## src/rtl/km_regs_pkg.sv

```systemverilog
package km_regs_pkg;

    localparam int KEY_N   = 5;
    localparam int CYC_W   = 5;
    localparam int MODE_W  = 3;
    localparam int PURP_W  = 4;
    localparam int IRQ_N   = 3;
    localparam int STATE_W = 2;
    localparam int VER_W   = 28;
    localparam int CMD_W   = 2;
    localparam int CLK_W   = 2;

    localparam int SWI_BIT = KEY_N + CYC_W;
    localparam int STAT_W  = SWI_BIT + 3;
    localparam int LK_CYC  = KEY_N;
    localparam int LK_SWI  = KEY_N + 1;
    localparam int LK_FLN  = KEY_N + 2;
    localparam int LK_PLN  = KEY_N + 3;
    localparam int LOCK_W  = KEY_N + 4;
    localparam int CONF_W  = MODE_W + PURP_W;

    localparam int OFF_CLK  = 'h04;
    localparam int OFF_RAW  = 'h08;
    localparam int OFF_STS  = 'h0C;
    localparam int OFF_ENA  = 'h10;
    localparam int OFF_CLR  = 'h14;
    localparam int OFF_STAT = 'h18;
    localparam int OFF_LOCK = 'h1C;
    localparam int OFF_CONF = 'h20;
    localparam int OFF_CMD  = 'h24;
    localparam int OFF_STE  = 'h28;
    localparam int OFF_RES  = 'h2C;
    localparam int OFF_KEYV = 'h30;
    localparam int OFF_ROOT = 'h34;
    localparam int OFF_VER  = 'hFC;

    // Packed from MSB down so the struct equals the register bit layout
    typedef struct packed {
        logic             psram_len;
        logic             flash_len;
        logic             sw_init;
        logic [CYC_W-1:0] cyc;
        logic [KEY_N-1:0] fused;
    } static_cfg_t;

endpackage

```

## src/rtl/km_cfg_lock.sv

```systemverilog
module km_cfg_lock
    import km_regs_pkg::*;
#(
    parameter logic [CYC_W-1:0] CYC_RST = 5'd15
) (
    input  logic              clk,
    input  logic              rst_n,
    input  logic              wr_stat_i,
    input  logic              wr_lock_i,
    input  logic              wr_conf_i,
    input  logic              wr_clk_i,
    input  logic [STAT_W-1:0] wdata_i,
    output static_cfg_t       stat_o,
    output logic [LOCK_W-1:0] lock_o,
    output logic [CONF_W-1:0] conf_o,
    output logic [CLK_W-1:0]  clk_on_o
);

    typedef struct packed {
        static_cfg_t       stat;
        logic [LOCK_W-1:0] lock;
        logic [CONF_W-1:0] conf;
        logic [CLK_W-1:0]  clk_on;
    } cfg_state_t;

    cfg_state_t  cur_q, nxt_d;
    static_cfg_t req;

    assign req = static_cfg_t'(wdata_i);

    always_comb begin
        nxt_d = cur_q;
        if (wr_lock_i) begin
            nxt_d.lock = cur_q.lock | wdata_i[LOCK_W-1:0];
        end
        if (wr_stat_i) begin
            for (int k = 0; k < KEY_N; k++) begin
                if (!cur_q.lock[k]) nxt_d.stat.fused[k] = req.fused[k];
            end
            if (!cur_q.lock[LK_CYC]) nxt_d.stat.cyc       = req.cyc;
            if (!cur_q.lock[LK_SWI]) nxt_d.stat.sw_init   = req.sw_init;
            if (!cur_q.lock[LK_FLN]) nxt_d.stat.flash_len = req.flash_len;
            if (!cur_q.lock[LK_PLN]) nxt_d.stat.psram_len = req.psram_len;
        end
        if (wr_conf_i) nxt_d.conf   = wdata_i[CONF_W-1:0];
        if (wr_clk_i)  nxt_d.clk_on = wdata_i[CLK_W-1:0];
    end

    always_ff @(posedge clk or negedge rst_n) begin
        if (!rst_n) begin
            cur_q.stat.psram_len <= 1'b0;
            cur_q.stat.flash_len <= 1'b0;
            cur_q.stat.sw_init   <= 1'b0;
            cur_q.stat.cyc       <= CYC_RST;
            cur_q.stat.fused     <= '0;
            cur_q.lock           <= '0;
            cur_q.conf           <= '0;
            cur_q.clk_on         <= CLK_W'(1);
        end else begin
            cur_q <= nxt_d;
        end
    end

    assign stat_o   = cur_q.stat;
    assign lock_o   = cur_q.lock;
    assign conf_o   = cur_q.conf;
    assign clk_on_o = cur_q.clk_on;

    AST_LOCK_STICKY: assert property (@(posedge clk) disable iff (!rst_n)
        (cur_q.lock != '0) |=> ((cur_q.lock & $past(cur_q.lock)) == $past(cur_q.lock)));

    AST_CYC_FROZEN: assert property (@(posedge clk) disable iff (!rst_n)
        cur_q.lock[LK_CYC] |=> $stable(cur_q.stat.cyc));

    AST_PSRAM_FROZEN: assert property (@(posedge clk) disable iff (!rst_n)
        cur_q.lock[LK_PLN] |=> $stable(cur_q.stat.psram_len));

endmodule

```

## src/rtl/km_irq_bank.sv

```systemverilog
module km_irq_bank #(
    parameter int N = 3
) (
    input  logic         clk,
    input  logic         rst_n,
    input  logic [N-1:0] evt_i,
    input  logic         clr_wr_i,
    input  logic         ena_wr_i,
    input  logic [N-1:0] wdata_i,
    output logic [N-1:0] raw_o,
    output logic [N-1:0] ena_o,
    output logic         irq_o
);

    typedef struct packed {
        logic [N-1:0] raw;
        logic [N-1:0] ena;
    } irq_state_t;

    irq_state_t   cur_q, nxt_d;
    logic [N-1:0] raw_nxt;

    for (genvar g = 0; g < N; g++) begin : g_src
        // set has priority over a clear landing in the same cycle
        assign raw_nxt[g] = evt_i[g] | (cur_q.raw[g] & ~(clr_wr_i & wdata_i[g]));

        AST_SET_WINS: assert property (@(posedge clk) disable iff (!rst_n)
            evt_i[g] |=> cur_q.raw[g]);

        AST_CLR_DROPS: assert property (@(posedge clk) disable iff (!rst_n)
            (clr_wr_i && wdata_i[g] && !evt_i[g]) |=> !cur_q.raw[g]);
    end

    always_comb begin
        nxt_d     = cur_q;
        nxt_d.raw = raw_nxt;
        if (ena_wr_i) nxt_d.ena = wdata_i;
    end

    always_ff @(posedge clk or negedge rst_n) begin
        if (!rst_n) begin
            cur_q <= '0;
        end else begin
            cur_q <= nxt_d;
        end
    end

    assign raw_o = cur_q.raw;
    assign ena_o = cur_q.ena;
    assign irq_o = |(cur_q.raw & cur_q.ena);

endmodule

```

## src/rtl/km_rd_mux.sv

```systemverilog
module km_rd_mux
    import km_regs_pkg::*;
#(
    parameter int               ADDR_W  = 8,
    parameter int               DATA_W  = 32,
    parameter logic [VER_W-1:0] VERSION = 28'd36774224
) (
    input  logic [ADDR_W-1:0]  addr_i,
    input  logic [CLK_W-1:0]   clk_on_i,
    input  logic [IRQ_N-1:0]   raw_i,
    input  logic [IRQ_N-1:0]   ena_i,
    input  static_cfg_t        stat_i,
    input  logic [LOCK_W-1:0]  lock_i,
    input  logic [CONF_W-1:0]  conf_i,
    input  logic [STATE_W-1:0] state_i,
    input  logic               result_i,
    input  logic [KEY_N-1:0]   keyv_i,
    input  logic               root_i,
    output logic [DATA_W-1:0]  rdata_o
);

    always_comb begin
        rdata_o = '0;
        case (addr_i)
            ADDR_W'(OFF_CLK):  rdata_o[CLK_W-1:0]   = clk_on_i;
            ADDR_W'(OFF_RAW):  rdata_o[IRQ_N-1:0]   = raw_i;
            ADDR_W'(OFF_STS):  rdata_o[IRQ_N-1:0]   = raw_i & ena_i;
            ADDR_W'(OFF_ENA):  rdata_o[IRQ_N-1:0]   = ena_i;
            ADDR_W'(OFF_STAT): rdata_o[STAT_W-1:0]  = stat_i;
            ADDR_W'(OFF_LOCK): rdata_o[LOCK_W-1:0]  = lock_i;
            ADDR_W'(OFF_CONF): rdata_o[CONF_W-1:0]  = conf_i;
            ADDR_W'(OFF_STE):  rdata_o[STATE_W-1:0] = state_i;
            ADDR_W'(OFF_RES):  rdata_o[0]           = result_i;
            ADDR_W'(OFF_KEYV): rdata_o[KEY_N-1:0]   = keyv_i;
            ADDR_W'(OFF_ROOT): rdata_o[0]           = root_i;
            ADDR_W'(OFF_VER):  rdata_o[VER_W-1:0]   = VERSION;
            default:           rdata_o              = '0;
        endcase
    end

endmodule

```

## src/rtl/km_reg_bank.sv

```systemverilog
module km_reg_bank
    import km_regs_pkg::*;
#(
    parameter int               ADDR_W  = 8,
    parameter int               DATA_W  = 32,
    parameter logic [CYC_W-1:0] CYC_RST = 5'd15,
    parameter logic [VER_W-1:0] VERSION = 28'd36774224
) (
    input  logic               clk,
    input  logic               rst_n,
    input  logic               bus_en,
    input  logic               bus_we,
    input  logic [ADDR_W-1:0]  bus_addr,
    input  logic [DATA_W-1:0]  bus_wdata,
    output logic [DATA_W-1:0]  bus_rdata,
    input  logic [IRQ_N-1:0]   done_evt_i,
    input  logic [STATE_W-1:0] eng_state_i,
    input  logic               eng_result_i,
    input  logic [KEY_N-1:0]   key_vld_i,
    input  logic               root_key_vld_i,
    output logic [KEY_N-1:0]   use_fused_o,
    output logic [CYC_W-1:0]   sample_cyc_o,
    output logic               sw_init_sel_o,
    output logic               flash_len256_o,
    output logic               psram_len256_o,
    output logic [MODE_W-1:0]  gen_mode_o,
    output logic [PURP_W-1:0]  purpose_o,
    output logic               reg_clk_on_o,
    output logic               mem_clk_on_o,
    output logic               cmd_proceed_o,
    output logic               cmd_launch_o,
    output logic               irq_o
);

    logic wr;
    logic wr_clk, wr_ena, wr_clr, wr_stat, wr_lock, wr_conf, wr_cmd;

    assign wr      = bus_en & bus_we;
    assign wr_clk  = wr && (bus_addr == ADDR_W'(OFF_CLK));
    assign wr_ena  = wr && (bus_addr == ADDR_W'(OFF_ENA));
    assign wr_clr  = wr && (bus_addr == ADDR_W'(OFF_CLR));
    assign wr_stat = wr && (bus_addr == ADDR_W'(OFF_STAT));
    assign wr_lock = wr && (bus_addr == ADDR_W'(OFF_LOCK));
    assign wr_conf = wr && (bus_addr == ADDR_W'(OFF_CONF));
    assign wr_cmd  = wr && (bus_addr == ADDR_W'(OFF_CMD));

    wire unused_wdata = ^bus_wdata[DATA_W-1:STAT_W];

    static_cfg_t       stat;
    logic [LOCK_W-1:0] lock;
    logic [CONF_W-1:0] conf;
    logic [CLK_W-1:0]  clk_on;
    logic [IRQ_N-1:0]  raw, ena;

    km_cfg_lock #(
        .CYC_RST (CYC_RST)
    ) cfg_i (
        .clk       (clk),
        .rst_n     (rst_n),
        .wr_stat_i (wr_stat),
        .wr_lock_i (wr_lock),
        .wr_conf_i (wr_conf),
        .wr_clk_i  (wr_clk),
        .wdata_i   (bus_wdata[STAT_W-1:0]),
        .stat_o    (stat),
        .lock_o    (lock),
        .conf_o    (conf),
        .clk_on_o  (clk_on)
    );

    km_irq_bank #(
        .N (IRQ_N)
    ) irq_i (
        .clk      (clk),
        .rst_n    (rst_n),
        .evt_i    (done_evt_i),
        .clr_wr_i (wr_clr),
        .ena_wr_i (wr_ena),
        .wdata_i  (bus_wdata[IRQ_N-1:0]),
        .raw_o    (raw),
        .ena_o    (ena),
        .irq_o    (irq_o)
    );

    km_rd_mux #(
        .ADDR_W  (ADDR_W),
        .DATA_W  (DATA_W),
        .VERSION (VERSION)
    ) rd_i (
        .addr_i   (bus_addr),
        .clk_on_i (clk_on),
        .raw_i    (raw),
        .ena_i    (ena),
        .stat_i   (stat),
        .lock_i   (lock),
        .conf_i   (conf),
        .state_i  (eng_state_i),
        .result_i (eng_result_i),
        .keyv_i   (key_vld_i),
        .root_i   (root_key_vld_i),
        .rdata_o  (bus_rdata)
    );

    // command pulses: bit0 proceed, bit1 launch
    logic [CMD_W-1:0] cmd_d, cmd_q;

    always_comb begin
        cmd_d = '0;
        if (wr_cmd) cmd_d = bus_wdata[CMD_W-1:0];
    end

    always_ff @(posedge clk or negedge rst_n) begin
        if (!rst_n) begin
            cmd_q <= '0;
        end else begin
            cmd_q <= cmd_d;
        end
    end

    assign cmd_proceed_o  = cmd_q[0];
    assign cmd_launch_o   = cmd_q[1];
    assign use_fused_o    = stat.fused;
    assign sample_cyc_o   = stat.cyc;
    assign sw_init_sel_o  = stat.sw_init;
    assign flash_len256_o = stat.flash_len;
    assign psram_len256_o = stat.psram_len;
    assign gen_mode_o     = conf[MODE_W-1:0];
    assign purpose_o      = conf[CONF_W-1:MODE_W];
    assign reg_clk_on_o   = clk_on[0];
    assign mem_clk_on_o   = clk_on[1];

    AST_PROCEED_FROM_WRITE: assert property (@(posedge clk) disable iff (!rst_n)
        cmd_proceed_o |-> $past(wr_cmd && bus_wdata[0]));

    AST_LAUNCH_FROM_WRITE: assert property (@(posedge clk) disable iff (!rst_n)
        cmd_launch_o |-> $past(wr_cmd && bus_wdata[1]));

endmodule

```

## config.mk

```make
export PLATFORM = sky130hd
export DESIGN_NAME = km_reg_bank
export DESIGN_NICKNAME = d
export VERILOG_FILES = /design/src/rtl/km_regs_pkg.sv /design/src/rtl/km_cfg_lock.sv /design/src/rtl/km_irq_bank.sv /design/src/rtl/km_rd_mux.sv /design/src/rtl/km_reg_bank.sv
export SDC_FILE = /design/constraint.sdc
export NUM_CORES = 1
export LEC_CHECK = 0
export BUFFER_PORTS_ARGS = -buffer_cell sky130_fd_sc_hd__buf_2
export CORE_MARGIN = 10
export CORE_UTILIZATION = 49
export DETAILED_ROUTE_END_ITERATION = 10
export HOLD_SLACK_MARGIN = 0.1
export PLACE_DENSITY = 0.85
export SYNTH_ARGS = -nofsm -noshare
export SYNTH_HDL_FRONTEND = slang
export SYNTH_SLANG_ARGS = --single-unit
```

## constraint.sdc

```tcl
create_clock -name clk -period 3.1 [get_ports clk]
set_clock_uncertainty 0.1 [all_clocks]
set_input_delay 0.155 -clock clk [delete_from_list [all_inputs] [get_ports clk]]
set_output_delay 0.155 -clock clk [all_outputs]
set_load 0.005 [all_outputs]
```

==> impl_metrics.yaml, run 1 <==
status:
  status: "complete, no violations"
worst_hold_path:
  worstHoldPathType: "in2reg"
critical_path:
  worstPathCellList: "buf_2 > nor4b_4 > nand3_1 > nor2_1 > a221o_1 > buf_2"
  critPathCaptureType: "output port"
  path_common_cell: "buf_2"
  worstPathMaxFanout: 9
  path_buf_inv: 2
  critPathTopFamily: "simple AND/OR/NAND/NOR gates"
  cpPeakStageDelay_ns: 0.52
  cp-start-kind: "input pin"
  worstPathRequired_ns: 2.84
  crit_arrival_ns: 1.76
  cpMaxStageDelayCell: "nor2_1"
  path_class: "in2out"
synth:
  yosys_register_bits: 39
  synth_top_area_cell: "dfrtp_1"
  synth-main-ff-cell: "dfrtp_1"
  synthArstFlopShare_pct: 100
  synth.area.top_cells: "dfrtp_1 38%, mux2_2 14%, buf_4 7.1%"
  yosys.area.top_type_share_pct: 38.4
  synth_area_per_cell_sq_um: 11.1
  ys_warn_count: 0
  syn_area_sq_um: 2210
  synth_edf_count: 0
  syn_inst: 200
  ys_types: 45
  yosys-top-cells-count: "34 x dfrtp_1, 27 x mux2_2, 21 x buf_4, 13 x a21o_1, 12 x nor2_1"
  synthMostInstantiatedCell: "dfrtp_1"
  synth.yosys.seq_area_share_pct: 44.4
routing:
  drc: 0
  via_per_inst: 5.42
  drtIter0Drc: 109
  wirelength_microns: 6080
  wl_per_cell_microns: 17.7
  dr.pass1.iters: 4
  drtAntennaViolNets: 0
  vias: 1865
clock_network:
  cts_resized: 0
  cts_tree: "built"
  cts_sinks: 39
  numCtsBuffers: 5
  cts-htree-levels: 2
  cts_buffer_depth: 2
  clockRootBuffer: "clkbuf_8"
  clk_latency_ns: 0.28
  cts_setup_buffers: 0
  clk_pin_slew_ns: 0.08
  cts-hold-fix-buffers: 19
floorplanning:
  start_util_pct: 50.9
  fp.dieH_microns: 87.2
  core_area_sq_um: 4350
  fp.dieW_microns: 87.2
  dieArea_sq_um: 7610
  ios: 113
  num_rows: 24
sta:
  slew_violations: 0
  fin_crit_sh_pct: 65.1
  tns_ns: 0
  finalHoldViolCount: 0
  post-route-min-period_ns: 2.02
  rsz0062_at_grt: "false"
  setup_violations: 0
  relSlewSlack_pct: 41.9
  max_freq_ghz: 0.495
  worst_pin_slew_ns: 0.872
final_layout:
  syn_to_final_growth_pct: 28.4
  layout-drive-gt1-share_pct: 43.5
  layout.nets: 347
  design_area_sq_um: 2840
  diodes: 0
  final_core_util_pct: 65.3
pwr:
  power_density_nw_per_um2: 384
  p_leak_nw: 1.60
  ir_drop_v: 0.000304
grt:
  grt_max_degree: 40
  met3_usage_pct: 6.74
  met1_usage_pct: 18.2
  grt_pass1_wl_microns: 9680
  first_global_vias: 1925
  antenna_found_initial: 0
  busiest_layer: "met2"
  grt_use_met2_pct: 26.3
  grt_use_total_pct: 15.7
  overflow: 0
placement:
  gp_congestion: 0.853
  port_buffers: 79
  hpwlAfterDp_microns: 4560
  postPlaceCellArea_sq_um: 2530
flow_run:
  cap_violations: 0
tightest hold or removal path, stage by stage:
cell     delay [ns]
buf_2          0.18
nor4b_2        0.11
and3_1         0.17
report_power, final:
group          leakage [nW]  switching, mW  total [mW]  internal, mW
logic                  1.03         0.0650       0.124        0.0592
clock network        0.0612          0.174       0.435         0.260
registers             0.508        0.00945       0.531         0.522
logic make-up after synthesis:
logic type	Yosys count	synth area share (%)
buf+inv	31	9.55
mux	34	16.9
simple gates	61	16.7
other cells	1	0.169
flops	39	44.4
compound gates	34	12.4
cell type report:
class                      count  area, sq um
tap                           52         65.1
clock inverter                 2         35.0
clock buffer                   6         82.6
timing repair buffer         100          601
fill                         346         1510
multi-input combinational    143         1070
sequential                    39          982
inverter                       2         7.51
cells in the final DEF (no fill, tap or decap), types with 3 or more instances in the layout:
cell and n:
nand3_1 8, a22o_1 3, dfrtp_1 34, a21o_1 13, and2_1 5, nand2_1 11, dfstp_2 5, buf_2 79
a221o_1 3, mux2_2 27, clkbuf_8 6, mux2i_1 7, conb_1 14, dlygate4sd3_1 19, and3_1 3, nor3_1 5
nor2_1 12
metrics by stage:
stage	worst slack, ns	cells	total power, mW	hold slack, ns
after floorplan	1.28	213	0.607	-0.241
after global placement	1.03	317	0.645	0.206
after detailed placement	1.03	317	0.648	0.221
after CTS	1.11	344	1.10	0.249
after global routing	0.996	344	1.13	0.271
final	1.08	344	1.09	0.259
worst paths after layout:
kind                                      start         endpoint  slack, ns  depth (start not counted)
worst max register to register   irq_i.raw_o[2]   irq_i.raw_o[2]       1.76                          2
worst min register to register  cfg_i.lock_o[1]  cfg_i.lock_o[1]       0.39                          1
worst max-delay path                bus_addr[5]     bus_rdata[8]       1.08                          6
max in group asynchronous                 rst_n  cfg_i.lock_o[2]       1.94                          2
worst min-delay path                bus_addr[7]         cmd_q[0]       0.26                          3
min in group asynchronous                 rst_n   irq_i.ena_o[2]       0.42                          2
state kept, by name, indices dropped and copies added, names as in the netlist:
register,cells
cfg_i.stat_o,13
cfg_i.lock_o,9
cfg_i.conf_o,7
irq_i.ena_o,3
irq_i.raw_o,3
cfg_i.clk_on_o,2
cmd_q,2
per-layer routing:
metal | share of wire [%] | wire [microns]
met3 | 12 | 719
met4 | 0.28 | 17
met2 | 50 | 3050
met5 | 0 | 0
met1 | 38 | 2290
(Power assumes the default switching activity.)
==> inputs of run 2 (changes only) <==
--- a/config.mk
+++ b/config.mk
@@ -7,10 +7,10 @@
 export LEC_CHECK = 0
 export BUFFER_PORTS_ARGS = -buffer_cell sky130_fd_sc_hd__buf_2
 export CORE_MARGIN = 10
-export CORE_UTILIZATION = 49
+export CORE_UTILIZATION = 41
 export DETAILED_ROUTE_END_ITERATION = 10
 export HOLD_SLACK_MARGIN = 0.1
-export PLACE_DENSITY = 0.85
+export PLACE_DENSITY = 0.76
 export SYNTH_ARGS = -nofsm -noshare
 export SYNTH_HDL_FRONTEND = slang
 export SYNTH_SLANG_ARGS = --single-unit
==> constraint.sdc (replaced) <==
create_clock -name clk -period 1.65 [get_ports clk]
set_clock_uncertainty 0.1 [all_clocks]
set_input_delay 0.0825 -clock clk [delete_from_list [all_inputs] [get_ports clk]]
set_output_delay 0.0825 -clock clk [all_outputs]
set_load 0.005 [all_outputs]
==> run 2 against run 1 <==
The flow now finishes with violations (negative setup slack). Combinational power up 120%. Sequential share of layout area fell by 2.5 points. Sequential cell count is the same. Via count grew 4.3%. Critical path type is now reg2out. Register-to-register slack got worse by 1.3 ns. Critical endpoint is now bus_rdata[1]. Die area is 15% higher. Design area up 7.7%. Wire length increased by 4.7%. Clock-buffer cell count is 1 higher. Global-route usage fell by 1.6 points.
==> impl_metrics.yaml, run 2 (synthesized netlist as in run 1, its figures left out) <==
final_layout:
  layout.nets: 374
  layout-drive-gt1-share_pct: 50.2
  final_common_cell: "buf_2"
  layout_common_cells: "79 x buf_2, 34 x dfrtp_1, 30 x buf_4, 25 x mux2_2, 17 x dlygate4sd3_1"
  largest_reg_flops: 13
  finalNonFillerCells: 389
  final_core_util_pct: 59.2
  syn_to_final_growth_pct: 38.2
  n_fill_cell: 446
  diodes: 0
placement:
  dp.cells: 358
  port_buffers: 79
  dp_slack_ns: -0.0534
  gp_congestion: 0.899
  hpwlAfterDp_microns: 4990
routing:
  vias: 1945
  wirelength_microns: 6360
  wl_met2_microns: 3030
  wl_per_cell_microns: 16.4
  route.met3.wl_microns: 585
  met1_length_microns: 2680
  drtAntennaViolNets: 0
  drc: 0
  maxUsedRoutingLayer: "met4"
  dr.pass1.iters: 4
  via_per_inst: 5.00
  drtIter0Drc: 85
critical_path:
  worstPathMaxFanout: 2
  cpMaxStageDelayCell: "dfrtp_1"
  critPathCaptureType: "output port"
  crit_arrival_ns: 1.58
  cpPeakStageDelay_ns: 0.40
  path_class: "reg2out"
  critPathTopFamily: "compound AO/OA/AOI/OAI gates"
  worstPathCellList: "mux2_4 > a32o_1 > o311a_1 > buf_2"
  path_buf_inv: 1
  cp-start-kind: "register"
  worstPathRequired_ns: 1.47
  reg2reg_slack_ns: 0.48
grt:
  overflow: 0
  antenna_found_initial: 0
  grt_use_total_pct: 14.1
  grt_max_degree: 40
  grt_pass1_wl_microns: 10100
  first_global_vias: 2055
worst_hold_path:
  worstHoldPathType: "in2reg"
sta:
  holdWs_ns: 0.197
  rsz0062_at_grt: "true"
  slew_violations: 0
  setup_violations: 3
  fin_crit_sh_pct: 107
  worst_slack_ns: -0.108
  finalHoldViolCount: 0
  post-route-min-period_ns: 1.76
  max_freq_ghz: 0.569
clock_network:
  clk_latency_ns: 0.28
  cts_buffer_depth: 2
  clk_pin_slew_ns: 0.07
  cts-htree-levels: 2
  numCtsBuffers: 5
  cts_sinks: 39
  cts_tree: "built"
  clockRootBuffer: "clkbuf_8"
pwr:
  ir_drop_v: 0.000615
  p_leak_nw: 1.73
  power.total_mw: 1.89
  power_density_nw_per_um2: 617
floorplanning:
  ios: 113
  dieArea_sq_um: 8740
  fp.dieH_microns: 93.5
  fp.dieW_microns: 93.5
  core_area_sq_um: 5170
  num_rows: 26
  start_util_pct: 42.8
flow_run:
  cap_violations: 0
status:
  violations: "negative setup slack"
  status: "finished, violations left"
## run 2: final timing paths
path                            cells past startpoint             from               to
worst max-delay path                                4  cfg_i.conf_o[1]     bus_rdata[1]
worst min-delay path                                4      bus_addr[4]         cmd_q[1]
worst max register to register                      2  cfg_i.lock_o[5]  cfg_i.stat_o[9]
worst min register to register                      1  cfg_i.lock_o[4]  cfg_i.lock_o[4]
max in group asynchronous                           3            rst_n  cfg_i.stat_o[8]
min in group asynchronous                           3            rst_n  cfg_i.stat_o[0]
## run 2: metrics by stage
| stage | instance area, sq um | setup TNS (ns) |
|---|---|---|
| 3_5_place_dp | 2740 | -0.119 |
| 3_3_place_gp | 2740 | -0.0214 |
| 4_1_cts | 3050 | -0.175 |
| 5_1_grt | 3060 | -0.347 |
| 6_report | 3060 | -0.177 |
| 2_1_floorplan | 2270 | -0.0164 |
## run 2: report_power, final
part	internal (mW)	leakage, nW	switching [mW]	total (mW)
clock network	0.297	0.0422	0.319	0.616
logic	0.142	1.18	0.133	0.275
registers	0.981	0.508	0.0166	0.997
## run 2: area by class of cell
| type | instances | area (sq um) | share of cell area, % |
|---|---|---|---|
| clock buffers | 7 | 76.3 | 2.49 |
| inverters | 2 | 7.51 | 0.245 |
| flip-flops and latches | 39 | 982 | 32.1 |
| clock inverters | 1 | 5.00 | 0.163 |
| repair buffers | 127 | 802 | 26.2 |
| well taps | 70 | 87.6 | 2.86 |
| multi-input cells | 143 | 1100 | 36.0 |
## run 2: worst reg2reg max path, stage by stage (launching register included)
cell	delay, ns
dfrtp_1	0.42
nor2_4	0.19
mux2_2	0.35
## run 2: per-layer routing
layer	global-route usage (%)	up-vias
met4	4.37	0
met2	23.5	77
li1	-	928
met1	17.1	934
met3	4.16	6
met5	0	-
## run 2: repair_timing
item / 4_1_cts / 5_1_grt
hold endpoints to repair: 78 / 0
pin swaps: 6 / 0
hold buffers: 17 / 0
endpoints found under the setup margin: 3 / 5
resized for setup: 8 / 3
buffers inserted: 6 / 0
